## config.mk

```make
export PLATFORM = sky130hd
export DESIGN_NAME = task_dispatch
export DESIGN_NICKNAME = d
export VERILOG_FILES = /design/src/rtl/td_pkg.sv /design/src/rtl/td_trig_latch.sv /design/src/rtl/td_prio_pick.sv /design/src/rtl/td_bg_ctx.sv /design/src/rtl/task_dispatch.sv
export SDC_FILE = /design/constraint.sdc
export NUM_CORES = 1
export LEC_CHECK = 0
export ABC_AREA = 1
export CAP_MARGIN = 20
export CELL_PAD_IN_SITES_DETAIL_PLACEMENT = 1
export CELL_PAD_IN_SITES_GLOBAL_PLACEMENT = 1
export CORE_MARGIN = 10
export CORE_UTILIZATION = 45
export DETAILED_ROUTE_END_ITERATION = 10
export DONT_BUFFER_PORTS = 1
export GPL_ROUTABILITY_DRIVEN = 0
export HOLD_SLACK_MARGIN = 0.06
export PLACE_DENSITY = 0.95
export SLEW_MARGIN = 40
export SYNTH_ARGS = -nofsm -noshare
export SYNTH_HDL_FRONTEND = slang
export SYNTH_SLANG_ARGS = --single-unit
```

## constraint.sdc

```tcl
create_clock -name clk -period 6.05 [get_ports clk]
set_input_delay 0 -clock clk [delete_from_list [all_inputs] [get_ports clk]]
set_output_delay 0 -clock clk [all_outputs]
set_load 0.005 [all_outputs]
```

## src/rtl/td_pkg.sv

```systemverilog
package td_pkg;

  typedef enum logic [1:0] {
    DEC_IDLE   = 2'd0,
    DEC_FG     = 2'd1,
    DEC_RESUME = 2'd2
  } td_dec_e;

endpackage

```

## src/rtl/td_trig_latch.sv

```systemverilog
module td_trig_latch #(
  parameter int N_TASKS = 8
) (
  input  logic               clk,
  input  logic               rst,
  input  logic [N_TASKS-1:0] trig_i,
  input  logic [N_TASKS-1:0] mask_i,
  input  logic [N_TASKS-1:0] clr_i,
  output logic [N_TASKS-1:0] eff_o
);

  logic [N_TASKS-1:0] pend_q;
  logic [N_TASKS-1:0] new_req;

  assign new_req = trig_i & mask_i;
  assign eff_o   = (pend_q | trig_i) & mask_i;

  always_ff @(posedge clk) begin
    if (rst) pend_q <= '0;
    else     pend_q <= (pend_q | new_req) & ~clr_i;
  end

  // a request that is not consumed at its own edge must stay pending
  AST_PEND_HOLD: assert property (@(posedge clk) disable iff (rst)
    ((new_req & ~clr_i) != '0) |=>
      ((pend_q & $past(new_req & ~clr_i)) == $past(new_req & ~clr_i)));

endmodule

```

## src/rtl/td_prio_pick.sv

```systemverilog
module td_prio_pick #(
  parameter int N_TASKS = 8,
  localparam int IDX_W  = (N_TASKS > 1) ? $clog2(N_TASKS) : 1
) (
  input  logic               clk,
  input  logic               rst,
  input  logic [N_TASKS-1:0] req_i,
  output logic               valid_o,
  output logic [IDX_W-1:0]   idx_o
);

  logic [N_TASKS-1:0] seen;
  logic [N_TASKS-1:0] first;

  genvar g;
  generate
    for (g = 0; g < N_TASKS; g++) begin : g_chain
      if (g == 0) begin : g_head
        assign seen[g]  = req_i[g];
        assign first[g] = req_i[g];
      end else begin : g_tail
        assign seen[g]  = seen[g-1] | req_i[g];
        assign first[g] = req_i[g] & ~seen[g-1];
      end
    end
  endgenerate

  always_comb begin
    idx_o = '0;
    for (int i = 0; i < N_TASKS; i++) begin
      if (first[i]) idx_o = idx_o | IDX_W'(i);
    end
  end

  assign valid_o = seen[N_TASKS-1];

  logic [N_TASKS-1:0] below_mask;
  assign below_mask = (N_TASKS'(1) << idx_o) - N_TASKS'(1);

  AST_PICK_FIRST: assert property (@(posedge clk) disable iff (rst)
    valid_o |-> (req_i[idx_o] && ((req_i & below_mask) == '0)));

  AST_PICK_ONEHOT: assert property (@(posedge clk) disable iff (rst)
    $onehot0(first));

endmodule

```

## src/rtl/td_bg_ctx.sv

```systemverilog
module td_bg_ctx #(
  parameter int ADDR_W = 16
) (
  input  logic              clk,
  input  logic              rst,
  input  logic              start_i,
  input  logic              stop_i,
  input  logic              preempt_i,
  input  logic              resume_i,
  input  logic [ADDR_W-1:0] pc_i,
  output logic              run_o,
  output logic              on_o,
  output logic [ADDR_W-1:0] saved_o,
  output logic              saved_valid_o
);

  logic              run_q;
  logic              on_q;
  logic [ADDR_W-1:0] saved_q;
  logic              saved_v_q;
  logic              kick_out;

  assign kick_out = preempt_i & on_q;

  always_ff @(posedge clk) begin
    if (rst) begin
      run_q     <= 1'b0;
      on_q      <= 1'b0;
      saved_q   <= '0;
      saved_v_q <= 1'b0;
    end else if (stop_i) begin
      run_q     <= 1'b0;
      on_q      <= 1'b0;
      saved_q   <= '0;
      saved_v_q <= 1'b0;
    end else begin
      if (start_i) run_q <= 1'b1;
      if (kick_out) begin
        on_q      <= 1'b0;
        saved_q   <= pc_i;
        saved_v_q <= 1'b1;
      end else if (resume_i) begin
        on_q      <= 1'b1;
        saved_v_q <= 1'b0;
      end
    end
  end

  assign run_o         = run_q;
  assign on_o          = on_q;
  assign saved_o       = saved_q;
  assign saved_valid_o = saved_v_q;

  AST_ON_NEEDS_RUN: assert property (@(posedge clk) disable iff (rst)
    on_q |-> run_q);

  AST_STOP_CLEARS: assert property (@(posedge clk) disable iff (rst)
    stop_i |=> (!run_q && !on_q && saved_q == '0));

  AST_SAVE_PC: assert property (@(posedge clk) disable iff (rst)
    (kick_out && !stop_i) |=> (saved_q == $past(pc_i) && saved_v_q));

endmodule

```

## src/rtl/task_dispatch.sv

```systemverilog
module task_dispatch
  import td_pkg::*;
#(
  parameter int N_TASKS = 8,
  parameter int ADDR_W  = 16
) (
  input  logic                          clk,
  input  logic                          rst,
  input  logic [N_TASKS-1:0]            trig_i,
  input  logic [N_TASKS*ADDR_W-1:0]     vec_i,
  input  logic [ADDR_W-1:0]             bg_vec_i,
  input  logic                          bg_en_i,
  input  logic                          done_i,
  input  logic                          bg_stop_i,
  input  logic                          no_preempt_i,
  input  logic [ADDR_W-1:0]             engine_pc_i,
  output logic                          load_o,
  output logic [ADDR_W-1:0]             load_addr_o,
  output logic [$clog2(N_TASKS+1)-1:0]  cur_task_o,
  output logic [ADDR_W-1:0]             bg_ret_o
);

  localparam int IDX_W = (N_TASKS > 1) ? $clog2(N_TASKS) : 1;
  localparam int CUR_W = $clog2(N_TASKS+1);
  localparam logic [CUR_W-1:0] BG_NUM = CUR_W'(N_TASKS);

  logic [N_TASKS-1:0] fg_mask;
  logic [N_TASKS-1:0] eff_req;
  logic [N_TASKS-1:0] clr_vec;
  logic               pick_valid;
  logic [IDX_W-1:0]   pick_idx;
  logic               bg_run;
  logic               bg_on;
  logic [ADDR_W-1:0]  bg_saved;
  logic               bg_saved_v;
  logic               blocked;
  logic               fg_busy_q;
  td_dec_e            dec;

  logic               load_q;
  logic [ADDR_W-1:0]  addr_q;
  logic [CUR_W-1:0]   cur_q;
  logic [ADDR_W-1:0]  next_addr;

  // task 8 leaves the foreground pool when it acts as background
  assign fg_mask = bg_en_i ? {1'b0, {(N_TASKS-1){1'b1}}} : {N_TASKS{1'b1}};

  td_trig_latch #(.N_TASKS(N_TASKS)) u_latch (
    .clk    (clk),
    .rst    (rst),
    .trig_i (trig_i),
    .mask_i (fg_mask),
    .clr_i  (clr_vec),
    .eff_o  (eff_req)
  );

  td_prio_pick #(.N_TASKS(N_TASKS)) u_pick (
    .clk     (clk),
    .rst     (rst),
    .req_i   (eff_req),
    .valid_o (pick_valid),
    .idx_o   (pick_idx)
  );

  assign blocked = bg_on & no_preempt_i;

  always_comb begin
    dec = DEC_IDLE;
    if (!fg_busy_q) begin
      if (pick_valid) begin
        if (!blocked) dec = DEC_FG;
      end else if (bg_run && !bg_on && !bg_stop_i && bg_en_i) begin
        dec = DEC_RESUME;
      end
    end
  end

  assign clr_vec = (dec == DEC_FG) ? (N_TASKS'(1) << pick_idx) : '0;

  td_bg_ctx #(.ADDR_W(ADDR_W)) u_bg (
    .clk           (clk),
    .rst           (rst),
    .start_i       (bg_en_i & trig_i[N_TASKS-1]),
    .stop_i        (bg_stop_i),
    .preempt_i     (dec == DEC_FG),
    .resume_i      (dec == DEC_RESUME),
    .pc_i          (engine_pc_i),
    .run_o         (bg_run),
    .on_o          (bg_on),
    .saved_o       (bg_saved),
    .saved_valid_o (bg_saved_v)
  );

  always_comb begin
    case (dec)
      DEC_FG:     next_addr = vec_i[int'(pick_idx)*ADDR_W +: ADDR_W];
      DEC_RESUME: next_addr = bg_saved_v ? bg_saved : bg_vec_i;
      default:    next_addr = addr_q;
    endcase
  end

  always_ff @(posedge clk) begin
    if (rst) begin
      load_q    <= 1'b0;
      addr_q    <= '0;
      cur_q     <= '0;
      fg_busy_q <= 1'b0;
    end else begin
      load_q <= (dec != DEC_IDLE);
      addr_q <= next_addr;
      if (dec == DEC_FG)              fg_busy_q <= 1'b1;
      else if (done_i)                fg_busy_q <= 1'b0;
      if (dec == DEC_FG)              cur_q <= CUR_W'(pick_idx) + CUR_W'(1);
      else if (dec == DEC_RESUME)     cur_q <= BG_NUM;
      else if (fg_busy_q && done_i)   cur_q <= '0;
      else if (bg_stop_i && bg_on)    cur_q <= '0;
    end
  end

  assign load_o      = load_q;
  assign load_addr_o = addr_q;
  assign cur_task_o  = cur_q;
  assign bg_ret_o    = bg_saved;

  AST_FG_LOAD_PULSE: assert property (@(posedge clk) disable iff (rst)
    (load_o && cur_task_o != BG_NUM) |=> !load_o);

  AST_FG_NO_PREEMPT: assert property (@(posedge clk) disable iff (rst)
    fg_busy_q |=> !load_o);

  AST_DEFER_PREEMPT: assert property (@(posedge clk) disable iff (rst)
    (bg_on && no_preempt_i) |=> !load_o);

  AST_CUR_RANGE: assert property (@(posedge clk) disable iff (rst)
    cur_task_o <= BG_NUM);

  AST_RESET_IDLE: assert property (@(posedge clk)
    rst |=> (!load_o && cur_task_o == '0));

endmodule

```

After elaboration in Yosys (flattened, before gate mapping) --
Cells that the tools add are included.
Word-level totals: register bits 49, latch bits 0, RAM bits 0, ROM bits 0, input port bits 174, output and inout port bits 37, logic and storage cells 81, memories kept 0
Operators by class: add/sub/neg operators 1, multipliers 0, div/mod/pow operators 0, magnitude comparators 0, equal/unequal tests 2, shifts and indexed selects 2, muxes and demuxes 23, bitwise operators 30, reductions and logical operators 14
Operators with widths (count):
- 128-bit by 8-bit indexed part select with 16-bit output | 1
- 16-bit case mux with 2 select lines | 1
- 8-bit AND | 3
- 16-bit 2-to-1 mux | 1
- 4-bit 2-to-1 mux | 4
- 8-bit 2-to-1 mux | 2
- 8-bit OR | 2
- 3-bit 2-to-1 mux | 4
- 1-bit AND | 10
- 2-bit 2-to-1 mux | 5
- 8-bit NOT | 1
- 2-bit nonzero test | 4
- 1-bit by 3-bit << shifter with 8-bit output (first input constant) | 1
- 1-bit NOT | 7
- 1-bit OR | 7
- 1-bit 2-to-1 mux | 6
- 1-bit logical AND | 5
- 3-bit by 1-bit adder with 4-bit output (second input constant) | 1
- 4-bit nonzero test | 1
- 3-bit OR reduction | 1
- 2-bit by 1-bit equality test with 1-bit output (second input constant) | 1
- 2-bit equality test (second input constant) | 1
- 1-bit logical NOT | 2
- 2-bit OR reduction | 1

Logic depth before layout (Yosys ltp) --
Gate-level depths: netlist of run 1.
depth after elaboration 15, depth in mapped cells 15, mapped depth without buffers 14

By module --
A second synthesis of run 1 with hierarchy kept.
Second synthesis, totals: cells, all modules 782, area, all modules 4146.5 um^2
By module, submodules not included:
- task_dispatch | instances 1, cells an instance 567, area an instance 2831.5 um^2, sequential area each 440.4 um^2
- td_bg_ctx | instances 1, cells an instance 114, area an instance 768.2 um^2, sequential area each 380.4 um^2
- td_trig_latch | instances 1, cells an instance 73, area an instance 420.4 um^2, sequential area each 160.2 um^2
- td_prio_pick | instances 1, cells an instance 28, area an instance 126.4 um^2, sequential area each 0.0 um^2

Least setup slack after synthesis of run 1 --
No wires, ideal clock.
path kind flip-flop to flip-flop, start register u_latch.pend_q[1], end register cur_q[2], in the netlist cur_task_o[2], setup time 0.071 ns, arrival time 2.153 ns, required time 5.979 ns, path slack 3.827 ns, stages on the path, launching flop included 13, path buffers 0, clock period less this slack 2.223 ns, path through dfxtp_1 nor2_2 nand2_2 nor2_8 inv_2 nor2_1 nand4_1 ha_1 clkinv_1 nand3_1 nand2_1 or2_2 a21oi_1
On the way: longest elaborated chain between the ends 14, elaborated cells on any way between the ends 37, those cells by class add/sub: 1; eq/ne: 2; mux: 11; bitwise: 22; reduce/logical: 1
Ends and longest elaborated chain:
- start: declaration | RTL line td_trig_latch.sv:12 | logic [N_TASKS-1:0] pend_q;
- start signal: assignment | RTL line td_trig_latch.sv:20 | else pend_q <= (pend_q | new_req) & ~clr_i;
- 8-bit OR * | RTL line td_trig_latch.sv:16 | assign eff_o = (pend_q | trig_i) & mask_i;
- 8-bit AND * | RTL line td_trig_latch.sv:16
- parallel branches: the longest is 12 deep, another holds 3-bit by 1-bit adder with 4-bit output
- end signal: assignment | RTL line task_dispatch.sv:113 | if (dec == DEC_FG) cur_q <= CUR_W'(pick_idx) + CUR_W'(1);
- end: declaration | RTL line task_dispatch.sv:42 | logic [CUR_W-1:0] cur_q;
Mark *: on every way between the ends. A chain may end at the register's enable or synchronous reset.

Final worst setup path of run 1 --
start register u_latch.pend_q[1], end register cur_q[3], in the netlist cur_task_o[3]
Same word-level chain as after synthesis.

==> results of run 1 <==
[flip-flops by register name, summed over array words and instances (netlist names)]
name                cells
cur_task_o              4
fg_busy_q               1
load_addr_o            16
load_o                  1
u_bg.on_o               1
u_bg.run_o              1
u_bg.saved_o           16
u_bg.saved_valid_o      1
u_latch.pend_q          8
[cells in the mapped netlist (2+ instances only)]
cell type,n,area share (%)
nor3_1,2,0.24
nor2_1,41,3.7
clkbuf_1,14,1.3
nand3_1,116,14
nor2_4,2,0.54
dfxtp_1,49,23
buf_6,2,0.54
nand2_2,2,0.30
nor2_8,2,0.96
o21ai_0,39,4.7
ha_1,8,2.4
buf_4,13,2.3
nand3_2,2,0.48
nand2_1,138,12
buf_1,2,0.18
inv_1,145,13
clkinv_1,3,0.27
inv_2,3,0.27
nand4_1,66,9.9
buf_2,20,2.4
a21oi_1,42,5.0
nor2_2,4,0.60
[cell type report]
cell class | instances | area share, %
multi-input combinational | 469 | 51.25
sequential | 49 | 21.36
inverter | 152 | 12.48
timing repair buffer | 46 | 9.864
tap | 111 | 3.025
clock buffer | 5 | 1.499
clock inverter | 3 | 0.4632
antenna | 1 | 0.05450
[report_power, final]
group          leakage [nW]  switching, mW  internal (mW)
Sequential            0.403         0.0188          0.342
Combinational          1.94          0.148         0.0861
Clock                0.0445          0.122         0.0823
[routing by layer]
| layer | vias to the layer above | global-route usage [%] | part of all wire, % |
|---|---|---|---|
| met3 | 64 | 9.502 | 9.6 |
| met5 | - | 0 | 0 |
| li1 | 2318 | - | - |
| met2 | 240 | 43.44 | 47 |
| met4 | 0 | 14.01 | 4.8 |
| met1 | 2286 | 27.50 | 39 |
[cell families after synthesis]
group | count (synthesis) | synth area share [%]
buf+inv | 203 | 20.40
fa+ha+maj | 8 | 2.393
compound gates | 84 | 10.26
flops | 49 | 23.45
simple gates | 377 | 43.49
[stage by stage]
step / total power [mW] / hold slack (ps) / std cells
final: 0.7985 / 42.80 / 836
after detailed placement: 0.5692 / 74.58 / 784
after CTS: 0.7905 / 65.14 / 835
after global placement: 0.5610 / 72.94 / 784
after floorplan: 0.5170 / 138.5 / 721
after global routing: 0.8431 / 61.62 / 835
[worst paths after layout]
| check | from | end | slack [ps] | cells past startpoint |
|---|---|---|---|---|
| min reg2reg | cur_task_o[3]$_SDFFE_PP0P_ | cur_task_o[3]$_SDFFE_PP0P_ | 500 | 2 |
| min | bg_vec_i[13] | load_addr_o[13]$_SDFFE_PP0P_ | 40 | 4 |
| max | u_latch.pend_q[1]$_SDFF_PP0_ | cur_task_o[3]$_SDFFE_PP0P_ | 2450 | 12 |
| max reg2reg | u_latch.pend_q[1]$_SDFF_PP0_ | cur_task_o[3]$_SDFFE_PP0P_ | 2450 | 12 |
[tightest hold or removal path, cell delays in order]
cell     delay (ps)
nand2_1          40
nand2_1          60
a21oi_1          70
a21oi_1         140
==> flow_summary_export.csv, run 1 <==
group,metric,value,unit
floorplanning,dieHeight,116.4,um
synth,ys_seq_area_share,23.45,%
routing,drc,0,
clock_tree,cts_setup_buffers,0,
pwr,p_per_area,173.9,nW/um2
pwr,power_leakage,2.384,nW
worst_setup_path,cp.required,6310,ps
sta,setup_viol,0,
clock_tree,tritoncts,"yes",
synth,synth_flop_cell,"dfxtp_1",
synth,synth_seq_cells,49,
sta,setup_ws,2450,ps
finish,drive_gt1_share,4.282,%
finish,areaGrowthSynthToFinish,9.782,%
synth,synth-async-reset-ratio,0,%
floorplanning,die-area,13550,um2
floorplanning,die_w,116.4,um
finish,multi_input_area,2354,um2
worst_setup_path,arrival,3860,ps
routing,dr.pass1.iters,5,
worst_setup_path,critPathMaxStageDelay,640,ps
global_route,track_usage,25.79,%
synth,postSynthAreaPerCell,5.801,um2
synth,yosysWarnings,0,
sta,slew_violations,0,
worst_setup_path,worst-path-buf-inv,3,
global_route,grt_max_degree,67,
finish,ff_latch_area,980.9,um2
routing,drtIter0Drc,522,
clock_tree,cts.repair.resized,0,
global_route,antenna_found_initial,0,
clock_tree,clk_pin_slew_worst_paths,100,ps
run,maxCapViolCount,0,
global_route,overflow,0,
worst_setup_path,worstPathCellList,"nor2_2 -> nand2_2 -> nor2_8 -> inv_2 -> nor2_1 -> nand4_1 -> ha_1 -> clkinv_1 -> nand3_1 -> dlygate4sd3_1 -> nand2_1 -> a21oi_1",
global_route,grt_pass1_vias,5383,
finish,final_common_cell,"inv_1",
clock_tree,cts_num_sinks,49,
routing,wl,18070,um
placement,dp_hpwl,13110,um
worst_setup_path,crit_slowest_cell,"ha_1",
sta,period_share,59.51,%
synth,synth.distinct_cells,28,
routing,vias,4908,
clock_tree,clockRootBuffer,"clkbuf_8",
routing,postRouteAntennaNets,0,
worst_setup_path,crit_path_start_kind,"flop",
worst_setup_path,cp_max_fo,17,
synth,synth_edf_count,0,
placement,numPortBuffers,0,
placement,dp_slack,2863,ps
worst_setup_path,cp-end-kind,"flop",
finish,final_cell_mix,"inv_1 (145), nand2_1 (137), nand3_1 (116)",
routing,viasPerCell,5.871,
hold_path,min_path_type,"in -> reg",
floorplanning,start_util,45.70,%
floorplanning,core_region_area,9153,um2
floorplanning,top_level_ports,211,
global_route,grt_first_pass_wirelength,27680,um
sta,hold_violations,0,
sta,rsz0062_at_grt,"no",
clock_tree,clock_latency,320,ps
sta,fmax,277.8,MHz
sta,fin_skew,11.78,ps
finish,final_core_util,50.17,%
placement,placed_area,4066,um2
sta,worst_slew_pin_slew,749.9,ps
sta,fin_crit,3600,ps
worst_setup_path,path_delay_family,"simple AND/OR/NAND/NOR gates",
sta,tns,0,ps
finish,fillers,1290,
clock_tree,htree_levels,2,
floorplanning,rows,35,
synth,syn_nets,903,
clock_tree,numCtsBuffers,5,
outcome,status,"finished clean",
finish,design_area,4592,um2
finish,layout.nets,905,
pwr,vdd_drop_max,0.0001390,V
routing,wl_per_cell,21.61,um
synth,synthCells,721,
synth,mappedNetlistArea,4183,um2
clock_tree,clk_path_buf_depth,2,
sta,maxSlewHeadroom,50.01,%
worst_setup_path,worstSetupPathType,"reg -> reg",
clock_tree,hold_buffers,43,
Power figures use the tool's default switching activity.
==> run 2, diff against run 1 <==
--- a/config.mk
+++ b/config.mk
@@ -5,17 +5,17 @@
 export SDC_FILE = /design/constraint.sdc
 export NUM_CORES = 1
 export LEC_CHECK = 0
-export ABC_AREA = 1
+export ABC_AREA = 0
 export CAP_MARGIN = 20
 export CELL_PAD_IN_SITES_DETAIL_PLACEMENT = 1
 export CELL_PAD_IN_SITES_GLOBAL_PLACEMENT = 1
 export CORE_MARGIN = 10
-export CORE_UTILIZATION = 45
+export CORE_UTILIZATION = 40
 export DETAILED_ROUTE_END_ITERATION = 10
 export DONT_BUFFER_PORTS = 1
 export GPL_ROUTABILITY_DRIVEN = 0
 export HOLD_SLACK_MARGIN = 0.06
-export PLACE_DENSITY = 0.95
+export PLACE_DENSITY = 0.87
 export SLEW_MARGIN = 40
 export SYNTH_ARGS = -nofsm -noshare
 export SYNTH_HDL_FRONTEND = slang
==> constraint.sdc (replaced) <==
create_clock -name clk -period 3.04 [get_ports clk]
set_input_delay 0 -clock clk [delete_from_list [all_inputs] [get_ports clk]]
set_output_delay 0 -clock clk [all_outputs]
set_load 0.005 [all_outputs]
==> run 2 against run 1 <==
  * Register-to-register slack got worse by 2400 ps
  * First-iteration DRC count decreased by 17%
  * Global-route usage up 0.39 points
  * Maximum frequency up 22%
  * Via count shrank 13%
  * Largest cell class unchanged
  * Highest routed layer unchanged
==> flow_summary_export.csv, run 2 <==
group,metric,value,unit
synth,mappedNetlistArea,3610,um2
worst_setup_path,rr_startpoint,"u_latch.pend_q[1]$_SDFF_PP0_",
pwr,power_leakage,1.685,nW
worst_setup_path,rrSetupSlack,80,ps
global_route,track_usage,26.18,%
routing,viasPerCell,6.746,
finish,final_common_cell,"dlygate4sd3_1",
floorplanning,rows,34,
synth,yosys.area.top_type_share,27.18,%
worst_setup_path,crit_path_start_kind,"flop",
sta,setup_ws,83.61,ps
worst_setup_path,cp-end-kind,"flop",
sta,period_share,97.25,%
sta,tns,0,ps
routing,dr.pass1.iters,5,
clock_tree,numCtsBuffers,5,
synth,synthCells,459,
clock_tree,clk_pin_slew_worst_paths,110,ps
clock_tree,htree_levels,2,
pwr,finalPower,1.599,mW
clock_tree,clock_latency,320,ps
clock_tree,clockRootBuffer,"clkbuf_8",
synth,yosysWarnings,0,
synth,ys_seq_area_share,27.18,%
worst_setup_path,reg2reg_to,"u_latch.pend_q[6]$_SDFF_PP0_",
global_route,grt_first_pass_wirelength,27000,um
clock_tree,tritoncts,"yes",
floorplanning,die_w,115.0,um
finish,drive_gt1_share,15.77,%
clock_tree,cts_setup_buffers,0,
worst_setup_path,critPathLaunch,"u_latch.pend_q[1]$_SDFF_PP0_",
hold_path,min_path_type,"in -> reg",
synth,netlist_top_cells_count,"nor2_1 (64), dfxtp_1 (49), a21oi_1 (41)",
placement,dp_hpwl,12630,um
sta,rsz0062_at_grt,"no",
routing,postRouteAntennaNets,0,
routing,wl,18810,um
placement,dp_slack,108.2,ps
sta,fin_crit,2956,ps
finish,layout.nets,701,
outcome,status,"finished clean",
synth,synth_seq_cells,49,
synth,synthTopCellsByArea,"dfxtp_1 (27%), nor2_1 (6.7%), a221oi_1 (5.8%)",
floorplanning,die-area,13220,um2
sta,fmax,338.3,MHz
floorplanning,dieHeight,115.0,um
sta,fin_skew,17.43,ps
global_route,antenna_found_initial,6,
sta,maxSlewHeadroom,51.79,%
finish,design_area,4592,um2
floorplanning,core_region_area,8763,um2
floorplanning,start_util,41.19,%
worst_setup_path,cp.required,3240,ps
worst_setup_path,ff2ff_path_depth,8,
finish,fillers,1043,
synth,syn_nets,641,
global_route,overflow,0,
finish,final_core_util,52.40,%
worst_setup_path,arrival,3150,ps
clock_tree,cts_num_sinks,49,
sta,worst_slew_pin_slew,723.1,ps
floorplanning,top_level_ports,211,
synth,yosysTopAreaCell,"dfxtp_1",
routing,wl_per_cell,29.67,um
synth,synth_edf_count,0,
routing,drc,0,
synth,synth.distinct_cells,44,
sta,setup_viol,0,
finish,areaGrowthSynthToFinish,27.21,%
worst_setup_path,worstSetupPathType,"reg -> reg",
worst_setup_path,cp_max_fo,17,
placement,placed_area,3712,um2
synth,synth_flop_cell,"dfxtp_1",
routing,vias,4277,
routing,drtIter0Drc,435,
synth,synth-async-reset-ratio,0,%
pwr,vdd_drop_max,0.0002722,V
global_route,grt_pass1_vias,4628,
placement,numPortBuffers,0,
sta,slew_violations,0,
finish,final_cell_mix,"dlygate4sd3_1 (72), nor2_1 (63), dfxtp_1 (48)",
global_route,grt_max_degree,35,
pwr,p_per_area,348.2,nW/um2
synth,postSynthAreaPerCell,7.864,um2
run,maxCapViolCount,0,
synth,yosysMostFrequentCell,"nor2_1",
worst_setup_path,crit_path_end,"u_latch.pend_q[6]$_SDFF_PP0_",
sta,hold_violations,0,
clock_tree,clk_path_buf_depth,2,
-- run 2: cell types whose count changed in the layout (fill, tap and decap cells not counted), moves of 12 or more --
cell	delta
dlygate4sd3_1	+29
o21ai_0	-28
nand2_1	-100
nand3_1	-112
a221oi_1	+23
buf_4	+12
a211oi_1	+18
mux2i_1	+16
o22ai_1	+20
mux2_2	+12
nand4_1	-65
nor2_1	+23
or2_2	+12
inv_1	-123
-- run 2: worst max-delay path, stage by stage, from the launching register on --
cell and delay, ps:
dfxtp_1 350, or4_1 590, buf_4 190, nor3_4 200, a22o_4 340, inv_2 250
ha_1 290, and2_1 210, a211oi_1 400
-- run 2: per-layer routing --
layer,global-route usage (%),part of all wire (%)
met1,26.58,34
met5,0,0
met3,10.68,12
met2,43.84,49
met4,16.67,5.5
-- run 2: worst min path at each step --
| stage | depth (start not counted) | end | slack (ps) | start |
|---|---|---|---|---|
| floorplan | 2 | u_bg.saved_o[0]$_SDFFE_PP0P_ | 140 | engine_pc_i[0] |
| global placement | 1 | cur_task_o[1]$_SDFFE_PP0P_ | 70 | rst |
| detailed placement | 1 | load_o$_SDFF_PP0_ | 70 | rst |
| CTS | 3 | load_addr_o[4]$_SDFFE_PP0P_ | 70 | vec_i[84] |
| global route | 4 | cur_task_o[1]$_SDFFE_PP0P_ | 60 | done_i |
| finish | 4 | cur_task_o[1]$_SDFFE_PP0P_ | 40 | done_i |
-- run 2: power breakdown --
group          internal, mW  total (mW)  switching, mW
sequential            0.684       0.739         0.0552
clock                 0.164       0.415          0.250
combinational         0.201       0.446          0.244
-- run 2: cells by family (layout without fill, tap and decap cells) --
group / after synthesis / after routing / synth area share [%]
compound gates: 167 / 168 / 34.66
simple gates: 140 / 140 / 17.30
mux: 36 / 36 / 11.51
flops: 49 / 49 / 27.18
fa+ha+maj: 8 / 8 / 2.773
other cells: 0 / 6 / 0
buf+inv: 59 / 119 / 6.586
-- run 2: cell type report --
class | count | area, um2 | area share [%]
clock buffer | 5 | 68.82 | 1.499
inverter | 23 | 86.33 | 1.880
antenna | 6 | 15.01 | 0.3270
sequential | 49 | 982.2 | 21.39
multi-input combinational | 352 | 2445 | 53.24
tap | 108 | 135.1 | 2.943
clock inverter | 3 | 21.27 | 0.4632
timing repair buffer | 88 | 838.3 | 18.26
-- run 2: metrics by stage --
step	hold slack, ps	std cells
2_1_floorplan	136.0	459
3_3_place_gp	73.73	546
3_5_place_dp	74.23	546
4_1_cts	65.68	627
5_1_grt	60.05	634
6_report	37.60	634
-- run 2: what timing repair did --
action,CTS,global route
hold endpoints to repair,47,0
setup endpoints to repair,0,39
gates resized for setup,0,7
hold buffers,73,0
==> run 3, diff against run 2 <==
--- a/config.mk
+++ b/config.mk
@@ -5,17 +5,16 @@
 export SDC_FILE = /design/constraint.sdc
 export NUM_CORES = 1
 export LEC_CHECK = 0
-export ABC_AREA = 0
 export CAP_MARGIN = 20
 export CELL_PAD_IN_SITES_DETAIL_PLACEMENT = 1
 export CELL_PAD_IN_SITES_GLOBAL_PLACEMENT = 1
 export CORE_MARGIN = 10
-export CORE_UTILIZATION = 40
+export CORE_UTILIZATION = 47
 export DETAILED_ROUTE_END_ITERATION = 10
 export DONT_BUFFER_PORTS = 1
 export GPL_ROUTABILITY_DRIVEN = 0
 export HOLD_SLACK_MARGIN = 0.06
-export PLACE_DENSITY = 0.87
+export PLACE_DENSITY = 0.95
 export SLEW_MARGIN = 40
 export SYNTH_ARGS = -nofsm -noshare
 export SYNTH_HDL_FRONTEND = slang
==> constraint.sdc (replaced) <==
create_clock -name clk -period 3.4 [get_ports clk]
set_input_delay 0 -clock clk [delete_from_list [all_inputs] [get_ports clk]]
set_output_delay 0 -clock clk [all_outputs]
set_load 0.005 [all_outputs]
==> run 3 against run 2 <==
  * Total power shrank 5.1%
  * Count of clock-buffer cells in the layout grew 1
  * Critical path type unchanged
  * Highest routed layer unchanged
  * First-iteration DRC count grew 4.6%
  * Setup slack gained 50 ps
  * Non-clock buffer count shrank 5
  * Cell area shrank 0.68%
==> flow_summary_export.csv, run 3 (same netlist as run 2, synthesis figures left out) <==
group,metric,value,unit
placement,placed_area,3664,um2
finish,drive_gt1_share,14.95,%
worst_setup_path,path_delay_family,"compound AO/OA/AOI/OAI gates",
floorplanning,core_region_area,7370,um2
sta,fmax,306.1,MHz
routing,vias,4384,
routing,dr.pass1.iters,5,
global_route,overflow,0,
worst_setup_path,worst-path-buf-inv,2,
sta,fin_crit,3266,ps
worst_setup_path,cp_max_fo,7,
sta,worst_slew_pin_slew,719.6,ps
finish,layout.nets,696,
run,maxCapViolCount,0,
floorplanning,rows,31,
sta,hold_violations,0,
clock_tree,clock_latency,300,ps
finish,final_common_cell,"dlygate4sd3_1",
pwr,finalPower,1.518,mW
finish,final_core_util,61.88,%
placement,dp_hpwl,12720,um
global_route,track_usage,29.97,%
finish,fillers,869,
worst_setup_path,cp-end-kind,"flop",
placement,numPortBuffers,0,
worst_setup_path,cp.required,3620,ps
floorplanning,die_w,107.6,um
worst_setup_path,arrival,3480,ps
pwr,p_comb_share,25.9,%
routing,postRouteAntennaNets,0,
pwr,p_sw,0.4905,mW
pwr,p_sw_share,32.32,%
outcome,status,"finished clean",
sta,maxSlewHeadroom,51.71,%
floorplanning,start_util,48.98,%
clock_tree,htree_levels,2,
sta,setup_viol,0,
clock_tree,cts_num_sinks,49,
clock_tree,clk_pin_slew_worst_paths,100,ps
sta,period_share,96.07,%
floorplanning,die-area,11590,um2
worst_setup_path,worstSetupPathType,"reg -> reg",
finish,final_cell_mix,"dlygate4sd3_1 (70), nor2_1 (63), dfxtp_1 (48)",
floorplanning,dieHeight,107.6,um
worst_setup_path,crit_slowest_cell,"dlygate4sd3_1",
finish,areaGrowthSynthToFinish,26.34,%
hold_path,min_path_type,"in -> reg",
global_route,grt_first_pass_wirelength,27480,um
routing,wl_per_cell,30.65,um
global_route,grt_pass1_vias,4685,
sta,fin_skew,6.924,ps
worst_setup_path,crit_path_start_kind,"flop",
clock_tree,tritoncts,"yes",
pwr,clkPwrFrac,30.5,%
pwr,p_per_area,332.7,nW/um2
pwr,vdd_drop_max,0.0002239,V
routing,drtIter0Drc,455,
routing,wl,18910,um
floorplanning,top_level_ports,211,
pwr,power_leakage,1.689,nW
clock_tree,clockRootBuffer,"clkbuf_8",
pwr,power.internal,1.027,mW
routing,drc,0,
worst_setup_path,worstPathCellList,"or4_4 -> nor2_1 -> buf_4 -> a221o_1 -> ha_1 -> nor2_4 -> o21a_1 -> o221ai_1 -> a211o_1 -> dlygate4sd3_1 -> o32ai_1",
clock_tree,clk_path_buf_depth,2,
routing,viasPerCell,7.105,
worst_setup_path,critPathMaxStageDelay,560,ps
pwr,seqPwrFrac,43.5,%
global_route,antenna_found_initial,3,
finish,design_area,4561,um2
clock_tree,numCtsBuffers,5,
global_route,grt_max_degree,43,
sta,slew_violations,0,
-- run 3: cell types whose count changed in the layout (fill, tap and decap cells not counted), sizes merged --
cell         previous run  this run
buf                    16        12
bufinv                  0         1
clkbuf                  5         7
clkinv                  1         0
diode                   6         3
dlygate4sd3            72        70
inv                    24        23
-- run 3: path summary, 6_finish.rpt --
path / slack (ps) / startpoint / to / depth (start not counted)
worst min register to register: 500 / cur_task_o[0]$_SDFFE_PP0P_ / cur_task_o[0]$_SDFFE_PP0P_ / 2
worst max register to register: 130 / u_latch.pend_q[2]$_SDFF_PP0_ / load_addr_o[1]$_SDFFE_PP0P_ / 11
worst min-delay path: 60 / bg_vec_i[2] / load_addr_o[2]$_SDFFE_PP0P_ / 4
worst max-delay path: 130 / u_latch.pend_q[2]$_SDFF_PP0_ / load_addr_o[1]$_SDFFE_PP0P_ / 11
-- run 3: worst min-delay path, cell delays in order --
cell	delay, ps
mux2i_1	70
nor2_1	90
a21oi_1	50
o32ai_1	110
-- run 3: metal layers --
| layer | track usage, % | vias to the layer above | share of wire (%) |
|---|---|---|---|
| met2 | 50.48 | 380 | 48 |
| met1 | 32.42 | 2067 | 34 |
| met4 | 16.22 | 0 | 5.6 |
| met3 | 10.12 | 102 | 12 |
| li1 | - | 1835 | - |
| met5 | 0 | - | 0 |
-- run 3: power by group through the flow --
stage	Combinational [mW]	Clock [mW]	Sequential, mW
detailed placement	0.288	0	0.670
CTS	0.360	0.460	0.656
floorplan	0.223	0	0.649
global route	0.414	0.483	0.663
finish	0.393	0.464	0.661
global placement	0.274	0	0.666
-- run 3: area by class of cell --
cell class / instances / area [um2] / area share [%]
multi-input combinational: 352 / 2447 / 53.66
sequential: 49 / 982.2 / 21.54
timing repair buffer: 83 / 793.3 / 17.39
tap: 99 / 123.9 / 2.716
inverter: 23 / 86.33 / 1.893
clock buffer: 6 / 82.58 / 1.811
clock inverter: 2 / 37.54 / 0.8230
antenna: 3 / 7.507 / 0.1646
-- run 3: stage by stage --
step           hold slack [ps]  setup WS [ps]  TNS, ps  instances
2_1_floorplan            136.0          501.9        0        459
3_3_place_gp             73.36          497.0        0        532
3_5_place_dp             74.84          302.4        0        532
4_1_cts                  63.51          39.06        0        610
5_1_grt                  69.98         -2.021   -2.021        617
6_report                 58.97          133.5        0        617
-- run 3: repair_timing --
item | in CTS | in global routing
resized for setup | 0 | 6
setup endpoints to repair | 0 | 15
hold endpoints to repair | 47 | 1
buffers inserted | 0 | 2
hold buffers | 70 | 1
